==> config.mk <==
export PLATFORM = sky130hd
export DESIGN_NAME = a429_rx_decoder
export DESIGN_NICKNAME = d
export VERILOG_FILES = /design/src/rtl/a429_rx_pkg.sv /design/src/rtl/a429_band_sampler.sv /design/src/rtl/a429_word_assembler.sv /design/src/rtl/a429_rx_decoder.sv
export SDC_FILE = /design/constraint.sdc
export NUM_CORES = 1
export LEC_CHECK = 0
export BUFFER_PORTS_ARGS = -buffer_cell sky130_fd_sc_hd__buf_4
export CORE_AREA = 8 8 156 158
export DETAILED_ROUTE_END_ITERATION = 12
export DIE_AREA = 0 0 164 166
export PLACE_DENSITY = 0.44
export SLEW_MARGIN = 5
export SYNTH_ARGS = -nofsm -noshare
export SYNTH_HDL_FRONTEND = slang
export SYNTH_SLANG_ARGS = --single-unit
==> constraint.sdc <==
create_clock -name clk -period 11.3 [get_ports clk]
set_clock_uncertainty 0.2 [all_clocks]
set_input_delay 2.26 -clock clk [delete_from_list [all_inputs] [get_ports clk]]
set_output_delay 2.26 -clock clk [all_outputs]
set_load 0.05 [all_outputs]
==> src/rtl/a429_rx_pkg.sv <==
package a429_rx_pkg;
  typedef enum logic {
    ST_GAP = 1'b0,
    ST_RX  = 1'b1
  } rx_state_e;
endpackage

==> src/rtl/a429_band_sampler.sv <==
module a429_band_sampler #(
  parameter int SR_LEN = 10,
  parameter int RUN    = 3,
  parameter int LS_DIV = 8
) (
  input  logic clk,
  input  logic rst_n,
  input  logic clr,
  input  logic tick,
  input  logic low_speed,
  input  logic lvl_one,
  input  logic lvl_zero,
  input  logic lvl_null,
  output logic samp_step,
  output logic bit_evt,
  output logic bit_val,
  output logic bit_bad,
  output logic gap_null
);
  localparam int HALF = SR_LEN / 2;
  localparam int NWIN = HALF - RUN + 1;
  localparam int DIVW = (LS_DIV > 1) ? $clog2(LS_DIV) : 1;

  logic [DIVW-1:0]   pre_q, pre_d;
  logic [SR_LEN-1:0] one_q, one_d, zero_q, zero_d, null_q, null_d;
  logic              step_q, step_d, cond_q, cond_d;
  logic              sample_en, in_one, in_zero, in_null;
  logic [NWIN-1:0]   one_win, zero_win, nhi_win, nlo_win;
  logic              one_hi, zero_hi, null_hi, null_lo, cond;

  assign sample_en = tick & (~low_speed | (pre_q == DIVW'(LS_DIV - 1)));
  assign in_one    = lvl_one  & ~lvl_zero & ~lvl_null;
  assign in_zero   = lvl_zero & ~lvl_one  & ~lvl_null;
  assign in_null   = lvl_null & ~lvl_one  & ~lvl_zero;

  always_comb begin
    pre_d  = pre_q;
    one_d  = one_q;
    zero_d = zero_q;
    null_d = null_q;
    step_d = 1'b0;
    cond_d = cond_q;
    if (clr) begin
      pre_d  = '0;
      one_d  = '0;
      zero_d = '0;
      null_d = '0;
      cond_d = 1'b0;
    end else begin
      if (tick && low_speed)
        pre_d = (pre_q == DIVW'(LS_DIV - 1)) ? '0 : pre_q + DIVW'(1);
      if (sample_en) begin
        one_d  = {one_q[SR_LEN-2:0], in_one};
        zero_d = {zero_q[SR_LEN-2:0], in_zero};
        null_d = {null_q[SR_LEN-2:0], in_null};
      end
      step_d = sample_en;
      if (step_q) cond_d = cond;
    end
  end

  always_ff @(posedge clk or negedge rst_n) begin
    if (!rst_n) begin
      pre_q  <= '0;
      one_q  <= '0;
      zero_q <= '0;
      null_q <= '0;
      step_q <= 1'b0;
      cond_q <= 1'b0;
    end else begin
      pre_q  <= pre_d;
      one_q  <= one_d;
      zero_q <= zero_d;
      null_q <= null_d;
      step_q <= step_d;
      cond_q <= cond_d;
    end
  end

  for (genvar g = 0; g < NWIN; g++) begin : g_win
    assign one_win[g]  = &one_q[HALF + g +: RUN];
    assign zero_win[g] = &zero_q[HALF + g +: RUN];
    assign nhi_win[g]  = &null_q[HALF + g +: RUN];
    assign nlo_win[g]  = &null_q[g +: RUN];
  end

  assign one_hi  = |one_win;
  assign zero_hi = |zero_win;
  assign null_hi = |nhi_win;
  assign null_lo = |nlo_win;
  assign cond    = (one_hi | zero_hi) & null_lo;

  assign samp_step = step_q;
  assign bit_evt   = step_q & cond & ~cond_q;
  assign bit_val   = one_hi;
  assign bit_bad   = one_hi & zero_hi;
  assign gap_null  = null_hi & null_lo;
endmodule

==> src/rtl/a429_word_assembler.sv <==
module a429_word_assembler
  import a429_rx_pkg::*;
#(
  parameter int WORD_BITS  = 32,
  parameter int SP_MIN     = 8,
  parameter int SP_MAX     = 12,
  parameter int GAP_NEED   = 3,
  parameter int GAP_PERIOD = 10
) (
  input  logic                 clk,
  input  logic                 rst_n,
  input  logic                 clr,
  input  logic                 parity_en,
  input  logic                 samp_step,
  input  logic                 bit_evt,
  input  logic                 bit_val,
  input  logic                 bit_bad,
  input  logic                 gap_null,
  output logic [WORD_BITS-1:0] word_out,
  output logic                 word_valid,
  output logic                 rx_armed
);
  localparam int IDXW = $clog2(WORD_BITS);
  localparam int SPW  = $clog2(SP_MAX + 3);
  localparam int GSW  = (GAP_PERIOD > 1) ? $clog2(GAP_PERIOD) : 1;
  localparam int GCW  = $clog2(GAP_NEED + 1);

  rx_state_e            st_q, st_d;
  logic [IDXW-1:0]      idx_q, idx_d;
  logic [SPW-1:0]       spc_q, spc_d, elapsed;
  logic [GSW-1:0]       gsub_q, gsub_d;
  logic [GCW-1:0]       gcnt_q, gcnt_d;
  logic [WORD_BITS-1:0] sh_q, sh_d, word_q, word_d, assembled;
  logic                 eos_q, eos_d;
  logic                 spacing_ok, first_bit, last_bit, restart;

  assign elapsed    = spc_q + SPW'(1);
  assign spacing_ok = (elapsed >= SPW'(SP_MIN)) && (elapsed <= SPW'(SP_MAX));
  assign first_bit  = (idx_q == '0);
  assign last_bit   = (idx_q == IDXW'(WORD_BITS - 1));

  always_comb begin
    assembled = sh_q;
    assembled[idx_q] = bit_val;
  end

  always_comb begin
    st_d    = st_q;
    idx_d   = idx_q;
    spc_d   = spc_q;
    gsub_d  = gsub_q;
    gcnt_d  = gcnt_q;
    sh_d    = sh_q;
    word_d  = word_q;
    eos_d   = 1'b0;
    restart = 1'b0;
    if (clr) begin
      restart = 1'b1;
    end else if (samp_step) begin
      case (st_q)
        ST_GAP: begin
          if (gsub_q == GSW'(GAP_PERIOD - 1)) begin
            gsub_d = '0;
            if (!gap_null) begin
              gcnt_d = '0;
            end else if (gcnt_q == GCW'(GAP_NEED - 1)) begin
              st_d   = ST_RX;
              gcnt_d = '0;
              idx_d  = '0;
              spc_d  = '0;
            end else begin
              gcnt_d = gcnt_q + GCW'(1);
            end
          end else begin
            gsub_d = gsub_q + GSW'(1);
          end
        end
        default: begin
          if (bit_evt) begin
            if (bit_bad || (!first_bit && !spacing_ok)) begin
              restart = 1'b1;
            end else begin
              sh_d  = assembled;
              spc_d = '0;
              if (last_bit) begin
                eos_d   = 1'b1;
                word_d  = parity_en ? {~^assembled, assembled[WORD_BITS-2:0]} : assembled;
                restart = 1'b1;
              end else begin
                idx_d = idx_q + IDXW'(1);
              end
            end
          end else if (!first_bit) begin
            if (elapsed > SPW'(SP_MAX)) restart = 1'b1;
            else                        spc_d = elapsed;
          end
        end
      endcase
    end
    if (restart) begin
      st_d   = ST_GAP;
      idx_d  = '0;
      spc_d  = '0;
      gsub_d = '0;
      gcnt_d = '0;
    end
  end

  always_ff @(posedge clk or negedge rst_n) begin
    if (!rst_n) begin
      st_q   <= ST_GAP;
      idx_q  <= '0;
      spc_q  <= '0;
      gsub_q <= '0;
      gcnt_q <= '0;
      sh_q   <= '0;
      word_q <= '0;
      eos_q  <= 1'b0;
    end else begin
      st_q   <= st_d;
      idx_q  <= idx_d;
      spc_q  <= spc_d;
      gsub_q <= gsub_d;
      gcnt_q <= gcnt_d;
      sh_q   <= sh_d;
      word_q <= word_d;
      eos_q  <= eos_d;
    end
  end

  assign word_out   = word_q;
  assign word_valid = eos_q;
  assign rx_armed   = (st_q == ST_RX);
endmodule

==> src/rtl/a429_rx_decoder.sv <==
module a429_rx_decoder #(
  parameter int WORD_BITS  = 32,
  parameter int SR_LEN     = 10,
  parameter int RUN        = 3,
  parameter int LS_DIV     = 8,
  parameter int SP_MIN     = 8,
  parameter int SP_MAX     = 12,
  parameter int GAP_NEED   = 3,
  parameter int GAP_PERIOD = 10
) (
  input  logic                 clk,
  input  logic                 rst_n,
  input  logic                 tick_1mhz,
  input  logic                 low_speed,
  input  logic                 rx_enable,
  input  logic                 parity_en,
  input  logic                 lvl_one,
  input  logic                 lvl_zero,
  input  logic                 lvl_null,
  output logic [WORD_BITS-1:0] word_out,
  output logic                 word_valid
);
  logic [1:0] rst_pipe;
  logic       rst_int_n, clr;
  logic       samp_step, bit_evt, bit_val, bit_bad, gap_null, rx_armed;

  always_ff @(posedge clk or negedge rst_n) begin
    if (!rst_n) rst_pipe <= 2'b00;
    else        rst_pipe <= {rst_pipe[0], 1'b1};
  end
  assign rst_int_n = rst_pipe[1];
  assign clr       = ~rx_enable;

  a429_band_sampler #(
    .SR_LEN (SR_LEN),
    .RUN    (RUN),
    .LS_DIV (LS_DIV)
  ) u_sampler (
    .clk       (clk),
    .rst_n     (rst_int_n),
    .clr       (clr),
    .tick      (tick_1mhz),
    .low_speed (low_speed),
    .lvl_one   (lvl_one),
    .lvl_zero  (lvl_zero),
    .lvl_null  (lvl_null),
    .samp_step (samp_step),
    .bit_evt   (bit_evt),
    .bit_val   (bit_val),
    .bit_bad   (bit_bad),
    .gap_null  (gap_null)
  );

  a429_word_assembler #(
    .WORD_BITS  (WORD_BITS),
    .SP_MIN     (SP_MIN),
    .SP_MAX     (SP_MAX),
    .GAP_NEED   (GAP_NEED),
    .GAP_PERIOD (GAP_PERIOD)
  ) u_assembler (
    .clk        (clk),
    .rst_n      (rst_int_n),
    .clr        (clr),
    .parity_en  (parity_en),
    .samp_step  (samp_step),
    .bit_evt    (bit_evt),
    .bit_val    (bit_val),
    .bit_bad    (bit_bad),
    .gap_null   (gap_null),
    .word_out   (word_out),
    .word_valid (word_valid),
    .rx_armed   (rx_armed)
  );
endmodule

## Word level (Yosys, flattened, before mapping)

Cells that the tools add are included.

- Add/subtract/negate cells: 5
- Magnitude comparators: 5
- Equality and inequality tests: 14
- Muxes and demuxes: 69
- Bitwise logic cells: 20
- Reduce and logical (&&, ||, !) cells: 38

Operator list:

| cell | number |
|---|---|
| $mux W4 | 16 |
| $mux W10 | 6 |
| $mux W5 | 10 |
| $reduce_and A3 Y1 | 13 |
| $bwmux W32 | 1 |
| $mux W32 | 1 |
| $reduce_xnor A32 Y1 | 1 |
| $mux W1 | 24 |
| $reduce_and A8 Y1 | 2 |
| $mux W2 | 7 |
| $and A1 B1 Y1 | 12 |
| $ne A4 B4 Y1 const B | 3 |
| $reduce_or A3 Y1 | 4 |
| $mux W3 | 3 |
| $ne A3 B3 Y1 const B | 3 |
| $reduce_bool A3 Y1 | 3 |
| $add A4 B1 Y4 const B | 2 |
| $lt A5 B6 Y1 const B | 1 |
| $ne A2 B1 Y1 const B | 3 |
| $not A1 Y1 | 6 |
| $reduce_and A6 Y1 | 1 |
| $reduce_bool A2 Y1 | 3 |
| $add A5 B1 Y5 const B | 1 |
| $demux W1 S5 | 1 |
| other kinds (19) | 24 |

- Bits in registers: 118
- Input port bits: 9
- Output and inout bits: 33
- Word-level logic and storage cells: 166

## Logic depth before layout (Yosys ltp)

Gate-level depths: netlist (run 1).

- Depth in word-level cells: 13
- Mapped depth: 13
- Mapped depth without buffers: 11

## Cells and area by module

From an unflattened synthesis (run 1), not the netlist that was laid out.

- Cells, all modules: 567
- Area total of the unflattened synthesis: 5889.4 µm²

Modules (own cells, without submodules):

| module | instances | cells an instance | area an instance (µm²) | sequential area each (µm²) |
|---|---|---|---|---|
| a429_word_assembler | 1 | 453 | 4398.0 | 2026.9 |
| a429_band_sampler | 1 | 110 | 1433.9 | 875.8 |
| a429_rx_decoder | 1 | 4 | 57.6 | 50.0 |

## Worst setup path after synthesis (run 1)

OpenSTA, ideal clock, no wires.

- Path kind: input -> register
- Start: in rx_enable
- End: reg u_assembler.sh_q[29]
- Setup time: 133 ps
- Arrival: 3891 ps
- Data required time: 10967 ps
- Slack: 7076 ps
- Cell stages on the path: 8
- Buffers on the path: 2
- Cells stage by stage: clkbuf_1 and2_1 nand2_1 a2111oi_4 nand2_1 clkbuf_1 o21ai_0 o31ai_1

- Cells in the longest elaborated chain, start to end: 1

RTL lines:

| what | RTL line | RTL |
|---|---|---|
| start, declared | a429_rx_decoder.sv:15 | `input logic rx_enable,` |
| $reduce_and A5 Y1 (no line) | -- |  |
| end signal, assigned | a429_word_assembler.sv:116 | `sh_q <= '0;` |
| end signal, assigned | a429_word_assembler.sv:125 | `sh_q <= sh_d;` |
| end, declared | a429_word_assembler.sv:33 | `logic [WORD_BITS-1:0] sh_q, sh_d, word_q, word_d, assembled;` |

No other way between the ends.
A chain may end at the register's enable or synchronous reset.

## Worst setup path in the final report (run 1)

- Start: reg u_assembler.idx_q[0]
- End: reg u_assembler.word_q[31], in the netlist u_assembler.word_out[31]

- Cells in the longest elaborated chain, start to end: 7
- Elaborated cells between the ends (all ways): 15
- Classes of those cells: order compare: 2; eq/ne: 1; mux: 4; bitwise: 1; reduce/logical: 7

RTL lines:

| what | RTL line | RTL |
|---|---|---|
| start, declared | a429_word_assembler.sv:29 | `logic [IDXW-1:0] idx_q, idx_d;` |
| start signal, assigned | a429_word_assembler.sv:121 | `idx_q <= idx_d;` |
| $lt A5 B6 Y1 (implied by the code) / $ge A5 B1 Y1 (equally long branches) | a429_word_assembler.sv:44 | `assembled[idx_q] = bit_val;` |
| $logic_and A1 B1 Y1 (implied by the code) | a429_word_assembler.sv:44 |  |
| $mux W1 (implied by the code) | a429_word_assembler.sv:44 |  |
| $demux W1 S5 | -- |  |
| $bwmux W32 | a429_word_assembler.sv:44 |  |
| $reduce_xnor A32 Y1 | a429_word_assembler.sv:87 | `word_d = parity_en ? {~^assembled, assembled[WORD_BITS-2:0]} : assembled;` |
| $mux W32 | a429_word_assembler.sv:87 |  |
| end signal, assigned | a429_word_assembler.sv:126 | `word_q <= word_d;` |
| end, declared | a429_word_assembler.sv:33 |  |

Parallel ways exist; a longest one is shown, timed or not.

==> results of run 1 <==
[final timing paths]
check / start / end / slack (ns) / cells past startpoint
worst min register to register: rst_pipe[1] / u_assembler.word_out[27] / 0.10 / 0
min in group clk: rst_pipe[0] / rst_pipe[1] / 0.16 / 0
worst min-delay path: rst_pipe[1] / u_assembler.word_out[27] / 0.10 / 0
worst max register to register: u_assembler.idx_q[0] / u_assembler.word_out[31] / 6.20 / 10
max in group asynchronous: rst_pipe[1] / u_assembler.sh_q[17] / 9.38 / 1
worst max-delay path: u_assembler.idx_q[0] / u_assembler.word_out[31] / 6.20 / 10
[cell type report]
class	instances	area, um2	share of cell area
Timing Repair Buffer	46	345	0.0455
Clock buffer	17	425	0.0560
Multi-Input combinational cell	532	3240	0.426
Tap cell	285	357	0.0469
Sequential cell	118	2960	0.389
Clock inverter	15	215	0.0283
Inverter	16	60.1	0.00791
[power breakdown]
group | switching (mW) | leakage, nW | internal (mW) | total [mW]
registers | 0.00401 | 1.64 | 0.424 | 0.428
clock network | 0.218 | 0.310 | 0.375 | 0.593
logic | 0.0137 | 1.27 | 0.00423 | 0.0179
total | 0.236 | 3.22 | 0.803 | 1.04
[kinds of logic (layout without fill, tap and decap cells)]
kind of cell               Yosys count  in the layout  synth area share
muxes                               22             22            0.0346
buffers and inverters               59             94            0.0387
and+or+nand+nor                    230            230             0.162
adders and majority gates           10             10            0.0195
DFF                                118            118             0.459
other                                1              1          0.000583
AOI/OAI and AO/OA                  240            240             0.239
xor gates and xnor gates            29             29            0.0459
[synth_stat cells (2+ instances only)]
library cell  count  area [um2]
mux2i_1          20         200
inv_1            15        56.3
and3_1            3        18.8
nor3_1            9        45.0
o21a_1            5        37.5
o21ai_0          99         495
a21oi_1          44         220
o31ai_1          18         135
o22ai_1           3        18.8
buf_6             2        22.5
nand3b_1          2        15.0
nor3b_1           2        15.0
xor2_1            6        52.6
nand3_1          21         105
xnor2_1          20         175
a32o_1            4        40.0
a21boi_0          2        15.0
ha_1             10         125
buf_1             2        7.51
buf_4             2        15.0
a221oi_1          4        35.0
nand2_1         113         424
mux2_2            2        22.5
nor2_1           48         180
buf_2             4        20.0
o221ai_1          5        43.8
o32ai_1           3        26.3
a31oi_1          10        62.6
a21o_1            2        15.0
nand2b_1         11        68.8
nand4b_1          2        17.5
and3b_1           3        26.3
dfrtp_1         118        2950
a22o_1           29         254
xnor3_1           3        67.6
clkbuf_1         33         124
and2_1            5        31.3
o211ai_1          2        15.0
[worst max-delay path, cell delays in order, from the launching register on]
cell	delay [ns]
dfrtp_1	0.43
inv_1	0.10
ha_1	0.58
nand2_1	0.18
nor3_1	0.68
a21oi_1	0.24
a2111oi_4	1.17
nand2_2	0.87
nor3_1	0.39
a21oi_1	0.07
o21ai_1	0.10
[registers in the layout, summed over array words and instances (netlist names), 2 cells and up]
name                  count
u_assembler.sh_q         32
u_assembler.gcnt_q        2
u_sampler.pre_q           3
u_sampler.zero_q         10
u_assembler.gsub_q        4
u_assembler.word_out     32
u_sampler.null_q         10
u_assembler.spc_q         4
rst_pipe                  2
u_assembler.idx_q         5
u_sampler.one_q          10
[stage by stage]
step                worst slack (ns)  utilization  hold slack, ns  instance area [um2]
floorplan                       7.08            -           0.131                 6430
global placement                5.84        0.315           0.122                 6960
detailed placement              5.78        0.315           0.122                 6960
CTS                             6.18        0.344           0.129                 7600
global route                    5.69        0.344           0.157                 7600
finish                          6.20        0.344           0.101                 7600
[metal layers]
layer,share of wire,GRT usage,vias up
met2,0.46,0.197,117
met5,0,0,-
met3,0.047,0.0290,16
li1,-,-,2594
met1,0.48,0.170,2500
met4,0.014,0.0439,0
==> results.md, run 1 <==
- Synth cell types: 61
- Inst Count DP: about 1,000
- VDD IR-drop max: 0.0895 mV
- TritonCTS clock tree: yes
- EDFF count, synth: 0
- CP Launch Type: flop
- Final Power: 1.04 mW
- Max-cap violation count: 0
- Final nets: 750
- Vias/cell: 5.08
- Sequential share of the synthesized area: 0.459
- Vias in the first global route: 5,097
- Relative slew slack: 0.169
- DIE AREA: 0.0272 mm2
- Clk root buf: clkbuf_16
- I/O Pins: 42
- Antenna violations before repair: 0
- Commonest non-fill, non-tap cells in the layout: 117 x dfrtp_1, 112 x nand2_1, 99 x o21ai_0, 47 x nor2_1, 46 x buf_4
- Area Growth Syn to Fin: 18.2%
- Port bufs: roughly 40
- Fin crit period: roughly 5 ns
- Clock Latency Late Sink: 0.42 ns
- Final Setup Violations: 0
- Setup TNS: 0 ns
- Final cell count without fillers: 1,029
- Syn. warnings: 0
- Antenna Cells: 0
- Post-Syn Instances: 709
- Wirelength per Cell: 16.2 um
- Worst Tran Pin Value: 1.25 ns
- Pwr per Cell Area: around 140 mW/mm2
- Critical Path RT: 11.44 ns
- Post_cts resized: 0
- Clock-pin slew on the worst setup and hold paths: 0.06 ns
- Max clock buf depth: 2
- Synth async-reset ratio: 1.00
- Pin count of the biggest net entering global routing: 79
- CP Max Fanout: 63
- Final ANT Viol Nets: 0
- Tcrit/Tclk final: 0.451
- Residual DRC: 0
- Chip height: 166 um
- Tot GR Track Use: 0.127
- Worst setup path class: reg2reg
- Initial core utilization: 0.291
- Core Area: around 0.022 mm2
- H-tree Lvls: 4
- Post-CTS setup buffer count: 0
- Synth Area per Inst: 9.07 um2
- Seq cells post-synth: 118
- Outcome: finished, final reports clean
- CP endpoint kind: flop
- Layout cells sized above 1: 0.124
- Via count: 5,227
- Arrival @ worst endpoint: 5.24 ns
- Fmax achieved: approximately 200 MHz
- Top_reg_cell synth: dfrtp_1
- Final Slew Violations: 0
- CTS Buf Count: 17
- Worst hold-check path type: reg2async
- Total gr overflow: 0
- Unrepaired setup endpoints after global routing: false
- Final Hold Violating Endpoints: 0
- Clk sinks: 118
- Fill count: ~2,300
- Hold buffer count at cts: 0
- Leakage: 3.22 nW
- Synth Net Count: around 730
- Hpwl dp: 11,100 um
- FP Rows: 55
- Commonest non-fill, non-tap cell in the layout: dfrtp_1
- First-pass iteration count of the detailed router: 5
- Drt total wl: ~17,000 um
- Drt first-iter violations: 380
- Die width: 164 um
- RePlAce Congestion: approximately 0.77
- First-pass GRT wire length: 27,700 um
- Syn Std Cell Area: 0.00643 mm2
Power figures use the tool's default switching activity.
==> inputs of run 2 (changes only) <==
==> constraint.sdc (replaced) <==
create_clock -name clk -period 5.1 [get_ports clk]
set_clock_uncertainty 0.2 [all_clocks]
set_input_delay 1.02 -clock clk [delete_from_list [all_inputs] [get_ports clk]]
set_output_delay 1.02 -clock clk [all_outputs]
set_load 0.05 [all_outputs]
==> run 2 against run 1 <==
Routed wire length increased by 4.1%. Critical path depth up 2. Sequential cell count did not move. Critical endpoint unchanged. Design area down 0.84%. Clock-buffer cell count unchanged. Worst hold slack better by 0.059 ns. Utilization decreased by 0.29 points. Die area stayed put. Non-clock buffer count grew 4. Clock power rose by 89%. Combinational power rose by 92%.
==> results.md, run 2 (same netlist as run 1, synthesis figures left out) <==
- Post-place setup slack: around 1.1 ns
- Hpwl dp: 11,900 um
- Port bufs: 41
- Final Setup Violations: 0
- Commonest non-fill, non-tap cell in the layout: dfrtp_1
- Initial core utilization: 0.291
- Final Power: 2.11 mW
- VDD IR-drop max: 0.208 mV
- Outcome: finished, final reports clean
- Relative slew slack: 0.318
- I/O Pins: 42
- Max-cap violation count: 0
- Fin area: 0.00753 mm2
- Hold EP: rst_pipe[1]
- Drt first-iter violations: roughly 340
- FP Rows: 55
- Post-CTS setup buffer count: 0
- Final core utilization: 0.341
- Pwr per Cell Area: 280 mW/mm2
- Critical Path RT: 5.24 ns
- Vias/cell: 5.21
- Leakage: 3.19 nW
- CTS Buf Count: 17
- Worst Tran Pin Value: 1.02 ns
- Post_cts resized: 0
- Die width: 164 um
- Critical Path Start: u_assembler.idx_q[0]
- Worst hold-check path type: reg2reg
- Cell Area, Placed: 0.00699 mm2
- Setup slack after layout: 1.23 ns
- Vias in the first global route: 5,226
- Hold Crit Depth: 0
- Commonest non-fill, non-tap cells in the layout: 117 x dfrtp_1, 112 x nand2_1, 99 x o21ai_0, 50 x buf_4, 47 x nor2_1
- Hold buffer count at cts: 0
- FF-to-FF path depth: 12
- Unrepaired setup endpoints after global routing: false
- Fmax achieved: 258 MHz
- Drt total wl: 17,300 um
- Area Growth Syn to Fin: 17.2%
- Total gr overflow: 0
- H-tree Lvls: 4
- Wirelength per Cell: 16.8 um
- Layout cells sized above 1: 0.128
- Setup TNS: 0 ns
- Final ANT Viol Nets: 0
- Fin crit period: slightly below 4 ns
- Core Area: 0.0221 mm2
- Reg2reg setup slack: 1.23 ns
- Pin count of the biggest net entering global routing: 74
- First-pass iteration count of the detailed router: 5
- Final Hold Violating Endpoints: 0
- Antenna Cells: 0
- Via count: 5,382
- DIE AREA: 0.0272 mm2
- CP Launch Type: flop
- Inst Count DP: approximately 1,000
- CP Max Fanout: 63
- Antenna violations before repair: 0
- Tcrit/Tclk final: 0.759
- FF-to-FF End: u_assembler.word_out[31]
- Residual DRC: 0
- Chip height: 166 um
- RePlAce Congestion: 0.774
- Fin Hold WS: 0.160 ns
- Startpoint of the worst hold path: rst_pipe[0]
- Final Slew Violations: 0
- Worst setup path class: reg2reg
- CP endpoint kind: flop
- TritonCTS clock tree: yes
- Clk root buf: clkbuf_16
- First-pass GRT wire length: ~28,000 um
- Max clock buf depth: 2
- Clock Latency Late Sink: 0.42 ns
- Fill count: 2,274
- Final nets: 754
- R2R Path Start: u_assembler.idx_q[0]
- Clock-pin slew on the worst setup and hold paths: 0.06 ns
- Clk sinks: 118
- Tot GR Track Use: 0.129
- Final cell count without fillers: 1,033
- Arrival @ worst endpoint: 4.01 ns
run 2: cell types whose count changed in the layout (fill, tap and decap cells not counted), sizes merged:
cell,change
clkinvlp,+3
clkinv,+1
bufinv,-4
buf,+4
run 2: how the worst max path moves through the flow:
stage / endpoint
2_1_floorplan: u_assembler.gcnt_q[0]
3_3_place_gp: u_assembler.word_out[31]
3_5_place_dp: u_assembler.word_out[31]
4_1_cts: u_assembler.word_out[31]
5_1_grt: u_assembler.word_out[31]
6_report: u_assembler.word_out[31]
run 2: area by class of cell:
| class | instances | area [um2] | area share |
|---|---|---|---|
| multi-input cells | 532 | 3240 | 0.430 |
| flip-flops and latches | 118 | 2960 | 0.393 |
| clock buffers | 17 | 425 | 0.0565 |
| repair buffers | 50 | 375 | 0.0498 |
| well taps | 285 | 357 | 0.0473 |
| clock inverters | 15 | 121 | 0.0161 |
| inverters | 16 | 60.1 | 0.00797 |
run 2: power by group:
| group | internal [mW] | switching [mW] | total (mW) |
|---|---|---|---|
| registers | 0.939 | 0.0140 | 0.953 |
| logic | 0.00944 | 0.0249 | 0.0344 |
| clock network | 0.631 | 0.487 | 1.12 |
| total | 1.58 | 0.526 | 2.11 |
run 2: worst max-delay path, stage by stage (launching register included):
cell and delay, ns:
dfrtp_1 0.43, inv_1 0.10, ha_1 0.15, buf_4 0.23, nand2_1 0.12, nor3_1 0.49, a21oi_1 0.20, a2111oi_4 0.38
buf_4 0.31, nand2_2 0.59, nor3_1 0.40, a21oi_1 0.06, o21ai_1 0.11
run 2: per-layer routing:
layer / GRT usage / routed length, um / vias to the layer above
met5: 0 / 0 / -
met3: 0.0307 / 841 / 22
met2: 0.200 / 8100 / 140
li1: - / - / 2601
met4: 0.0486 / 388 / 0
met1: 0.170 / 8020 / 2619
